[config.mk]
export PLATFORM = sky130hd
export DESIGN_NAME = adc_seq_ctrl
export DESIGN_NICKNAME = d
export VERILOG_FILES = /design/src/rtl/adc_seq_pkg.sv /design/src/rtl/adc_seq_arb.sv /design/src/rtl/adc_seq_ctl.sv /design/src/rtl/adc_seq_dp.sv /design/src/rtl/adc_seq_ctrl.sv
export SDC_FILE = /design/constraint.sdc
export NUM_CORES = 1
export LEC_CHECK = 0
export ABC_CLOCK_PERIOD_IN_PS = 5410
export BUFFER_PORTS_ARGS = -buffer_cell sky130_fd_sc_hd__buf_2
export CAP_MARGIN = 20
export CORE_ASPECT_RATIO = 1.2
export CORE_MARGIN = 4
export CORE_UTILIZATION = 58
export CTS_BUF_LIST = sky130_fd_sc_hd__clkbuf_8 sky130_fd_sc_hd__clkbuf_16
export DETAILED_ROUTE_END_ITERATION = 16
export PLACE_DENSITY = 0.81
export SYNTH_ARGS = -nofsm -noshare
export SYNTH_HDL_FRONTEND = slang
export SYNTH_SLANG_ARGS = --single-unit
[constraint.sdc]
create_clock -name clk -period 5.41 [get_ports clk]
set_clock_uncertainty 0.05 [all_clocks]
set_input_delay 1.082 -clock clk [delete_from_list [all_inputs] [get_ports clk]]
set_output_delay 1.082 -clock clk [all_outputs]
set_load 0.05 [all_outputs]
[src/rtl/adc_seq_pkg.sv]
package adc_seq_pkg;

  // Handshake strobes from the sequencing control to the datapath.
  typedef struct packed {
    logic sampStart;     // window opens at this edge
    logic sampEnd;       // window closes at this edge
    logic convStart;     // conversion begins at this edge
    logic convFromHold;  // the beginning conversion comes from the held window
    logic convEnd;       // conversion finishes at this edge
  } seqStrobes_t;

  function automatic logic inRange(input int unsigned s, input int unsigned lo,
                                   input int unsigned hi);
    return (s >= lo) && (s <= hi);
  endfunction

  // Allowed acquisition settings per clock rate and mode.
  function automatic logic acqSettingOk(input int unsigned s, input logic halfRate,
                                        input logic overlap);
    logic ok;
    if (s < 6 || s > 63) begin
      ok = 1'b0;
    end else if (halfRate) begin
      ok = 1'b1;
    end else if (overlap) begin
      ok = inRange(s, 6, 10)  || inRange(s, 12, 14) || inRange(s, 20, 23) ||
           inRange(s, 25, 27) || inRange(s, 33, 36) || inRange(s, 38, 40) ||
           inRange(s, 46, 49) || inRange(s, 51, 53) || inRange(s, 59, 62);
    end else begin
      ok = inRange(s, 6, 16)  || inRange(s, 18, 29) || inRange(s, 31, 42) ||
           inRange(s, 44, 45) || inRange(s, 57, 63);
    end
    return ok;
  endfunction

endpackage

[src/rtl/adc_seq_arb.sv]
module adc_seq_arb #(
  parameter int NUM_SLOTS = 4,
  parameter int SLOT_W    = 2,
  parameter int OVF_W     = 8
) (
  input  logic                 clk,
  input  logic                 rstN,
  input  logic [NUM_SLOTS-1:0] trig,
  input  logic                 sampStart,
  output logic                 pendAny,
  output logic [SLOT_W-1:0]    grantSlot,
  output logic [OVF_W-1:0]     ovfCnt
);

  logic [NUM_SLOTS-1:0] pendQ;
  logic [NUM_SLOTS-1:0] grantMask;
  logic [NUM_SLOTS-1:0] dropMask;
  logic [OVF_W:0]       ovfSum;
  logic [OVF_W-1:0]     ovfQ;

  // Lowest pending index wins.
  always_comb begin
    grantSlot = '0;
    for (int i = NUM_SLOTS - 1; i >= 0; i--) begin
      if (pendQ[i]) grantSlot = SLOT_W'(i);
    end
  end

  assign pendAny   = |pendQ;
  assign grantMask = sampStart ? (NUM_SLOTS'(1) << grantSlot) : '0;
  assign dropMask  = trig & pendQ & ~grantMask;
  assign ovfSum    = {1'b0, ovfQ} + (OVF_W + 1)'($countones(dropMask));

  always_ff @(posedge clk or negedge rstN) begin
    if (!rstN) begin
      pendQ <= '0;
      ovfQ  <= '0;
    end else begin
      pendQ <= (pendQ & ~grantMask) | trig;
      ovfQ  <= ovfSum[OVF_W] ? '1 : ovfSum[OVF_W-1:0];
    end
  end

  assign ovfCnt = ovfQ;


  ovf_monotonic_chk: assert property (@(posedge clk) disable iff (!rstN)
    ovfQ >= $past(ovfQ));


  grant_pending_chk: assert property (@(posedge clk) disable iff (!rstN)
    sampStart |-> pendQ[grantSlot]);

endmodule

[src/rtl/adc_seq_ctl.sv]
module adc_seq_ctl
  import adc_seq_pkg::*;
(
  input  logic        clk,
  input  logic        rstN,
  input  logic        overlapEn,
  input  logic        pendAny,
  input  logic        sampCntZero,
  input  logic        convCntZero,
  output seqStrobes_t strb,
  output logic        sampActive,
  output logic        convActive
);

  logic holdValid;
  logic sampDone;
  logic convDone;
  logic convFree;

  assign sampDone = sampActive && sampCntZero;
  assign convDone = convActive && convCntZero;
  assign convFree = !convActive || convDone;

  always_comb begin
    strb              = '0;
    strb.sampStart    = pendAny && !sampActive && !holdValid && (overlapEn || convFree);
    strb.sampEnd      = sampDone;
    strb.convFromHold = holdValid && convFree;
    strb.convStart    = (sampDone && convFree) || strb.convFromHold;
    strb.convEnd      = convDone;
  end

  always_ff @(posedge clk or negedge rstN) begin
    if (!rstN) begin
      sampActive <= 1'b0;
      convActive <= 1'b0;
      holdValid  <= 1'b0;
    end else begin
      if (strb.sampStart)    sampActive <= 1'b1;
      else if (strb.sampEnd) sampActive <= 1'b0;

      if (strb.convStart)    convActive <= 1'b1;
      else if (convDone)     convActive <= 1'b0;

      if (sampDone && !convFree) holdValid <= 1'b1;
      else if (strb.convFromHold) holdValid <= 1'b0;
    end
  end


  nonovl_exclusive_chk: assert property (@(posedge clk) disable iff (!rstN)
    $rose(sampActive) && !$past(overlapEn) |-> !convActive);


  hold_blocks_window_chk: assert property (@(posedge clk) disable iff (!rstN)
    holdValid |-> !sampActive);


  conv_follows_window_chk: assert property (@(posedge clk) disable iff (!rstN)
    $rose(convActive) |-> $past(sampActive) || $past(holdValid));

endmodule

[src/rtl/adc_seq_dp.sv]
module adc_seq_dp
  import adc_seq_pkg::*;
#(
  parameter int NUM_SLOTS   = 4,
  parameter int SLOT_W      = 2,
  parameter int ACQ_W       = 6,
  parameter int CONV_CYCLES = 13,
  parameter int TIME_W      = 8
) (
  input  logic                       clk,
  input  logic                       rstN,
  input  logic                       halfRateEn,
  input  logic                       overlapEn,
  input  logic [NUM_SLOTS*ACQ_W-1:0] acqSet,
  input  logic [SLOT_W-1:0]          grantSlot,
  input  logic                       errClr,
  input  seqStrobes_t                strb,
  input  logic                       sampActive,
  input  logic                       convActive,
  output logic                       sampCntZero,
  output logic                       convCntZero,
  output logic                       eocPulse,
  output logic [SLOT_W-1:0]          eocSlot,
  output logic                       badSetFlag,
  output logic [SLOT_W-1:0]          badSetSlot
);

  logic [ACQ_W-1:0]  acqArr [NUM_SLOTS];
  logic [ACQ_W-1:0]  acqSel;
  logic [TIME_W-1:0] winLen;
  logic [TIME_W-1:0] winLoad;
  logic [TIME_W-1:0] convLoad;
  logic [TIME_W-1:0] sampCnt;
  logic [TIME_W-1:0] convCnt;
  logic [SLOT_W-1:0] sampSlot;
  logic [SLOT_W-1:0] holdSlot;
  logic [SLOT_W-1:0] convSlot;
  logic              setOk;

  for (genvar g = 0; g < NUM_SLOTS; g++) begin : g_acq
    assign acqArr[g] = acqSet[g*ACQ_W +: ACQ_W];
  end

  assign acqSel   = acqArr[grantSlot];
  assign winLen   = (TIME_W'(acqSel) + TIME_W'(1)) << halfRateEn;
  assign winLoad  = winLen - TIME_W'(1);
  assign convLoad = (TIME_W'(CONV_CYCLES) << halfRateEn) - TIME_W'(1);
  assign setOk    = acqSettingOk(32'(acqSel), halfRateEn, overlapEn);

  assign sampCntZero = (sampCnt == '0);
  assign convCntZero = (convCnt == '0);

  always_ff @(posedge clk or negedge rstN) begin
    if (!rstN) begin
      sampCnt    <= '0;
      convCnt    <= '0;
      sampSlot   <= '0;
      holdSlot   <= '0;
      convSlot   <= '0;
      eocPulse   <= 1'b0;
      eocSlot    <= '0;
      badSetFlag <= 1'b0;
      badSetSlot <= '0;
    end else begin
      if (strb.sampStart) begin
        sampCnt  <= winLoad;
        sampSlot <= grantSlot;
      end else if (sampActive && !sampCntZero) begin
        sampCnt <= sampCnt - TIME_W'(1);
      end

      if (strb.sampEnd && !strb.convStart) holdSlot <= sampSlot;

      if (strb.convStart) begin
        convCnt  <= convLoad;
        convSlot <= strb.convFromHold ? holdSlot : sampSlot;
      end else if (convActive && !convCntZero) begin
        convCnt <= convCnt - TIME_W'(1);
      end

      eocPulse <= strb.convEnd;
      if (strb.convEnd) eocSlot <= convSlot;

      if (strb.sampStart && !setOk) begin
        badSetFlag <= 1'b1;
        if (!badSetFlag || errClr) badSetSlot <= grantSlot;
      end else if (errClr) begin
        badSetFlag <= 1'b0;
      end
    end
  end


  eoc_single_chk: assert property (@(posedge clk) disable iff (!rstN)
    eocPulse |=> !eocPulse);


  eoc_after_conv_chk: assert property (@(posedge clk) disable iff (!rstN)
    eocPulse |-> $past(convActive));


  flag_sticky_chk: assert property (@(posedge clk) disable iff (!rstN)
    $past(badSetFlag) && !$past(errClr) |-> badSetFlag && $stable(badSetSlot));

endmodule

[src/rtl/adc_seq_ctrl.sv]
module adc_seq_ctrl
  import adc_seq_pkg::*;
#(
  parameter int NUM_SLOTS   = 4,
  parameter int ACQ_W       = 6,
  parameter int CONV_CYCLES = 13,
  parameter int OVF_W       = 8,
  localparam int SLOT_W     = (NUM_SLOTS > 1) ? $clog2(NUM_SLOTS) : 1,
  localparam int TIME_W     = (ACQ_W + 2 > $clog2(CONV_CYCLES) + 2) ?
                              ACQ_W + 2 : $clog2(CONV_CYCLES) + 2
) (
  input  logic                       clk,
  input  logic                       rstN,
  input  logic                       halfRateEn,
  input  logic                       overlapEn,
  input  logic [NUM_SLOTS-1:0]       trig,
  input  logic [NUM_SLOTS*ACQ_W-1:0] acqSet,
  input  logic                       errClr,
  output logic                       sampleWin,
  output logic                       convBusy,
  output logic                       eocPulse,
  output logic [SLOT_W-1:0]          eocSlot,
  output logic                       badSetFlag,
  output logic [SLOT_W-1:0]          badSetSlot,
  output logic [OVF_W-1:0]           ovfCnt
);

  seqStrobes_t       strb;
  logic              pendAny;
  logic [SLOT_W-1:0] grantSlot;
  logic              sampActive;
  logic              convActive;
  logic              sampCntZero;
  logic              convCntZero;

  adc_seq_arb #(.NUM_SLOTS(NUM_SLOTS), .SLOT_W(SLOT_W), .OVF_W(OVF_W)) u_arb (
    .clk(clk), .rstN(rstN), .trig(trig), .sampStart(strb.sampStart),
    .pendAny(pendAny), .grantSlot(grantSlot), .ovfCnt(ovfCnt)
  );

  adc_seq_ctl u_ctl (
    .clk(clk), .rstN(rstN), .overlapEn(overlapEn), .pendAny(pendAny),
    .sampCntZero(sampCntZero), .convCntZero(convCntZero), .strb(strb),
    .sampActive(sampActive), .convActive(convActive)
  );

  adc_seq_dp #(.NUM_SLOTS(NUM_SLOTS), .SLOT_W(SLOT_W), .ACQ_W(ACQ_W),
               .CONV_CYCLES(CONV_CYCLES), .TIME_W(TIME_W)) u_dp (
    .clk(clk), .rstN(rstN), .halfRateEn(halfRateEn), .overlapEn(overlapEn),
    .acqSet(acqSet), .grantSlot(grantSlot), .errClr(errClr), .strb(strb),
    .sampActive(sampActive), .convActive(convActive),
    .sampCntZero(sampCntZero), .convCntZero(convCntZero),
    .eocPulse(eocPulse), .eocSlot(eocSlot),
    .badSetFlag(badSetFlag), .badSetSlot(badSetSlot)
  );

  assign sampleWin = sampActive;
  assign convBusy  = convActive;


  flag_on_window_chk: assert property (@(posedge clk) disable iff (!rstN)
    $rose(badSetFlag) |-> $rose(sampleWin));

endmodule

==> qor_table.md <==
| Parameter | This run |
|---|---|
| Status | complete, no violations |
| Total clock sinks | 43 |
| Slew @ Worst Pin | 0.9492 ns |
| Count of flip-flops with a built-in enable after synthesis | 0 |
| Static Leakage | 1.561 nW |
| Yosys top cell by area | sky130_fd_sc_hd__dfrtp_1 |
| WP buf/inv | 2 |
| Type of the most critical hold path | reg2reg |
| Startpoint of the most critical register-to-register path | u_arb.pendQ[1] |
| Boundary pin count | 49 |
| Post-route antenna net violation count | 0 |
| FF-to-FF setup slack | 1.24 ns |
| Worst reg2reg path endpoint | u_arb.ovfCnt[5] |
| Count of distinct cell types in the synthesized netlist | 70 |
| Pins over their slew limit | 0 |
| GPL Wtd Cong | 1.005 |
| Die H | 89.15 um |
| Async set-or-reset flop fraction in the synthesized netlist | 1.000 |
| Minimum setup slack after placement | 1.279 ns |
| Sequential share of the synthesized area | 0.3381 |
| Post-synth design cell area | 3183 um2 |
| Post-synthesis to final-layout area growth | 11.16% |
| Most used standard cells in the synthesized netlist | sky130_fd_sc_hd__dfrtp_1, sky130_fd_sc_hd__nand2_1, sky130_fd_sc_hd__nor2_1 |
| Worst endpoint required time | 5.54 ns |
| Worst Hold Depth | 1 |
| Data arrival time of the critical path | 4.30 ns |
| Clock latency reported for the late side of the worst-skew pair | 0.29 ns |
| Clock-pin slew on the worst setup and hold paths | 0.09 ns |
| Count of state elements after synthesis | 43 |
| Initial standard-cell utilization of the core | 0.6009 |
| Final Cycle Share | 0.7717 |
| Met3 Resource Use GR | 0.04162 |
| Crit path setup slack, layout | 1.235 ns |
| Setup Fix Bufs, Post-CTS | 0 |
| Clock tree from TritonCTS | done |
| Count of cells resized by post-cts repair | 0 |
| Final number of hold-violating endpoints | 0 |
| Fmax | 239.5 MHz |
| Kind of end point of the critical path | flip-flop |
| Wirelength per Cell | 16.42 um |
| Minimum period implied by the final worst setup slack | 4.175 ns |
| Ys flop type | sky130_fd_sc_hd__dfrtp_1 |
| TritonRoute pass-1 iters | 5 |
| Placed wire-length estimate | 5.874 mm |
| Total track usage | 0.2387 |
| Cell with the most instances after synthesis | sky130_fd_sc_hd__dfrtp_1 |
| Vias post-DR | 2,884 |
| Setup CP Type | reg2reg |
| Horizontal die dimension | 75.63 um |
| Buffers from clock root to sink, at most | 2 |
| Hold endpoint | u_dp.convCnt[6] |
| Share of layout cells above drive strength 1 | 0.1960 |
| Hold_ws | 0.4446 ns |
| Via count of the first global-routing pass | 2,820 |
| CP startpoint kind | flip-flop |
| Met1 Usage GRT | 0.3156 |
| Synthesized netlist net count | 409 |
| Max-slew headroom | 0.3672 |
| Number of placement rows | 29 |
| Slowest Stage Delay on Critical Path | 0.60 ns |
| Vias per Instance | 6.202 |
| Total clock buffers created by CTS | 5 |
| Cell chosen for the clock root | sky130_fd_sc_hd__clkbuf_8 |
| Synthesized instance count | 362 |
| Core region area | 5298 um2 |
| Die outline area | 6742 um2 |
| GRT busiest layer | met2 |
| Yosys top cell area share | 0.3381 |
| Number of endpoints failing setup at the final stage | 0 |
| Setup TNS Final | 0 ns |
| Top cells by area in the synthesized netlist | sky130_fd_sc_hd__dfrtp_1, sky130_fd_sc_hd__ha_1, sky130_fd_sc_hd__nand2_1 |
| Power per unit of standard cell area | 513.7 nW/um2 |
| Synth warn | 0 |
| Initial drt markers | 167 |
| Number of hold-repair buffers added at the cts stage | 0 |
| Count of buffers from port buffering | 48 |
| Hold Startpoint | u_dp.convCnt[6] |
| Unrepaired setup endpoints after global routing | false |
| Average instance area after synthesis | 8.793 um2 |
| Number of antenna diodes | 0 |
| IR Drop Worst-Case VDD | 0.5476 mV |
| Fraction of met2 tracks used by global routing | 0.4022 |
| Post-route total power | 1.818 mW |
| Family with the most delay on the worst path | adder cells |
| Total detailed-routing wirelength | 7.635 mm |
| Number of cells traversed by the worst register-to-register path | 14 |
| MaxCap Viol Count | 0 |
| Total global routing overflow | 0 |
| Standard cell with the maximum stage delay on the critical path | sky130_fd_sc_hd__dfrtp_1 |
| Total DRC errors in the routed layout | 0 |
| Total number of nets in the final design | 449 |
| First-pass GRT wire length | 12.78 mm |
| Pin count of the biggest net entering global routing | 44 |
| CP max FO | 23 |
| Utilization of the core after routing | 0.6679 |
| Crit-path cells | or3_1 -> o21ai_1 -> a31o_2 -> o21ai_0 -> nor2_1 -> ha_1 -> inv_1 -> fa_1 -> inv_1 -> ha_1 -> fa_1 -> nand3_1 -> xor2_1 -> nand2_1 |
| CTS H-Tree Depth | 2 |
| Number of antenna violations at the first check in global routing | 0 |
## how the worst max path moves through the flow
| stage | startpoint | end | slack [ns] | depth (start not counted) |
|---|---|---|---|---|
| 3_5_place_dp | u_arb.pendQ[1] | u_arb.ovfCnt[5] | 1.28 | 14 |
| 5_1_grt | u_arb.pendQ[1] | u_arb.ovfCnt[5] | 0.98 | 14 |
| 6_report | u_arb.pendQ[1] | u_arb.ovfCnt[5] | 1.24 | 14 |
| 3_3_place_gp | u_arb.pendQ[1] | u_arb.ovfCnt[7] | 1.38 | 13 |
| 2_1_floorplan | u_dp.convCnt[0] | u_arb.ovfCnt[6] | 1.51 | 19 |
| 4_1_cts | u_arb.pendQ[1] | u_arb.ovfCnt[5] | 1.25 | 14 |
## flip-flops by register name (all words and copies together) (netlist names), 2 cells and up
register and cells:
u_dp.sampSlot 2, u_dp.sampCnt 8, u_dp.badSetSlot 2, u_arb.pendQ 4, u_dp.holdSlot 2, u_arb.ovfCnt 8, u_dp.convSlot 2, u_dp.eocSlot 2
u_dp.convCnt 8
## cell usage in the layout, fill, tap and decap left out, types with 5 or more instances in the layout
cell type | Yosys | routed
sky130_fd_sc_hd__a21o_1 | 6 | 6
sky130_fd_sc_hd__a21oi_1 | 20 | 20
sky130_fd_sc_hd__a22oi_1 | 6 | 6
sky130_fd_sc_hd__a31oi_1 | 6 | 6
sky130_fd_sc_hd__buf_2 | 7 | 48
sky130_fd_sc_hd__clkbuf_8 | 0 | 6
sky130_fd_sc_hd__dfrtp_1 | 43 | 43
sky130_fd_sc_hd__ha_1 | 11 | 11
sky130_fd_sc_hd__inv_1 | 25 | 25
sky130_fd_sc_hd__mux2_2 | 5 | 5
sky130_fd_sc_hd__nand2_1 | 32 | 32
sky130_fd_sc_hd__nand2b_1 | 5 | 5
sky130_fd_sc_hd__nand3_1 | 12 | 12
sky130_fd_sc_hd__nor2_1 | 26 | 26
sky130_fd_sc_hd__nor2b_1 | 5 | 5
sky130_fd_sc_hd__nor3_1 | 10 | 10
sky130_fd_sc_hd__nor4_1 | 7 | 7
sky130_fd_sc_hd__o211ai_1 | 5 | 5
sky130_fd_sc_hd__o21a_1 | 5 | 5
sky130_fd_sc_hd__o21ai_0 | 19 | 19
sky130_fd_sc_hd__o31ai_1 | 8 | 8
sky130_fd_sc_hd__xnor2_1 | 7 | 7
## stage by stage
stage	cells	area (um2)
6_report	465	3538
4_1_cts	465	3538
3_3_place_gp	457	3417
2_1_floorplan	362	3183
3_5_place_dp	457	3417
5_1_grt	465	3538
## kinds of logic after synthesis
group | after synthesis | share of synthesized area
simple gates | 129 | 0.2099
compound gates | 120 | 0.2834
flops | 43 | 0.3380
buf+inv | 40 | 0.05581
fa+ha+maj | 14 | 0.06211
xor+xnor | 8 | 0.02201
mux | 8 | 0.02869
## metal layers
metal | up-vias | part of all wire
met4 | 0 | 0.020
met3 | 17 | 0.047
met5 | - | 0
met1 | 1357 | 0.44
li1 | 1427 | -
met2 | 83 | 0.49
## report_power, final
| group | switching, mW | internal, mW | leakage (nW) | total (mW) |
|---|---|---|---|---|
| Sequential | 0.123 | 0.446 | 0.518 | 0.569 |
| Clock | 0.113 | 0.152 | 0.0618 | 0.265 |
| Combinational | 0.623 | 0.361 | 0.981 | 0.984 |
| Total | 0.859 | 0.959 | 1.56 | 1.82 |
## cell type report
class | count | area (um2)
Fill cell | 431 | 1759
Timing Repair Buffer | 48 | 240.2
Multi-Input combinational cell | 279 | 1929
Clock buffer | 6 | 82.58
Clock inverter | 2 | 38.79
Sequential cell | 43 | 1076
Tap cell | 62 | 77.57
Inverter | 25 | 93.84
Note: power is estimated with default switching activity, not from simulation.
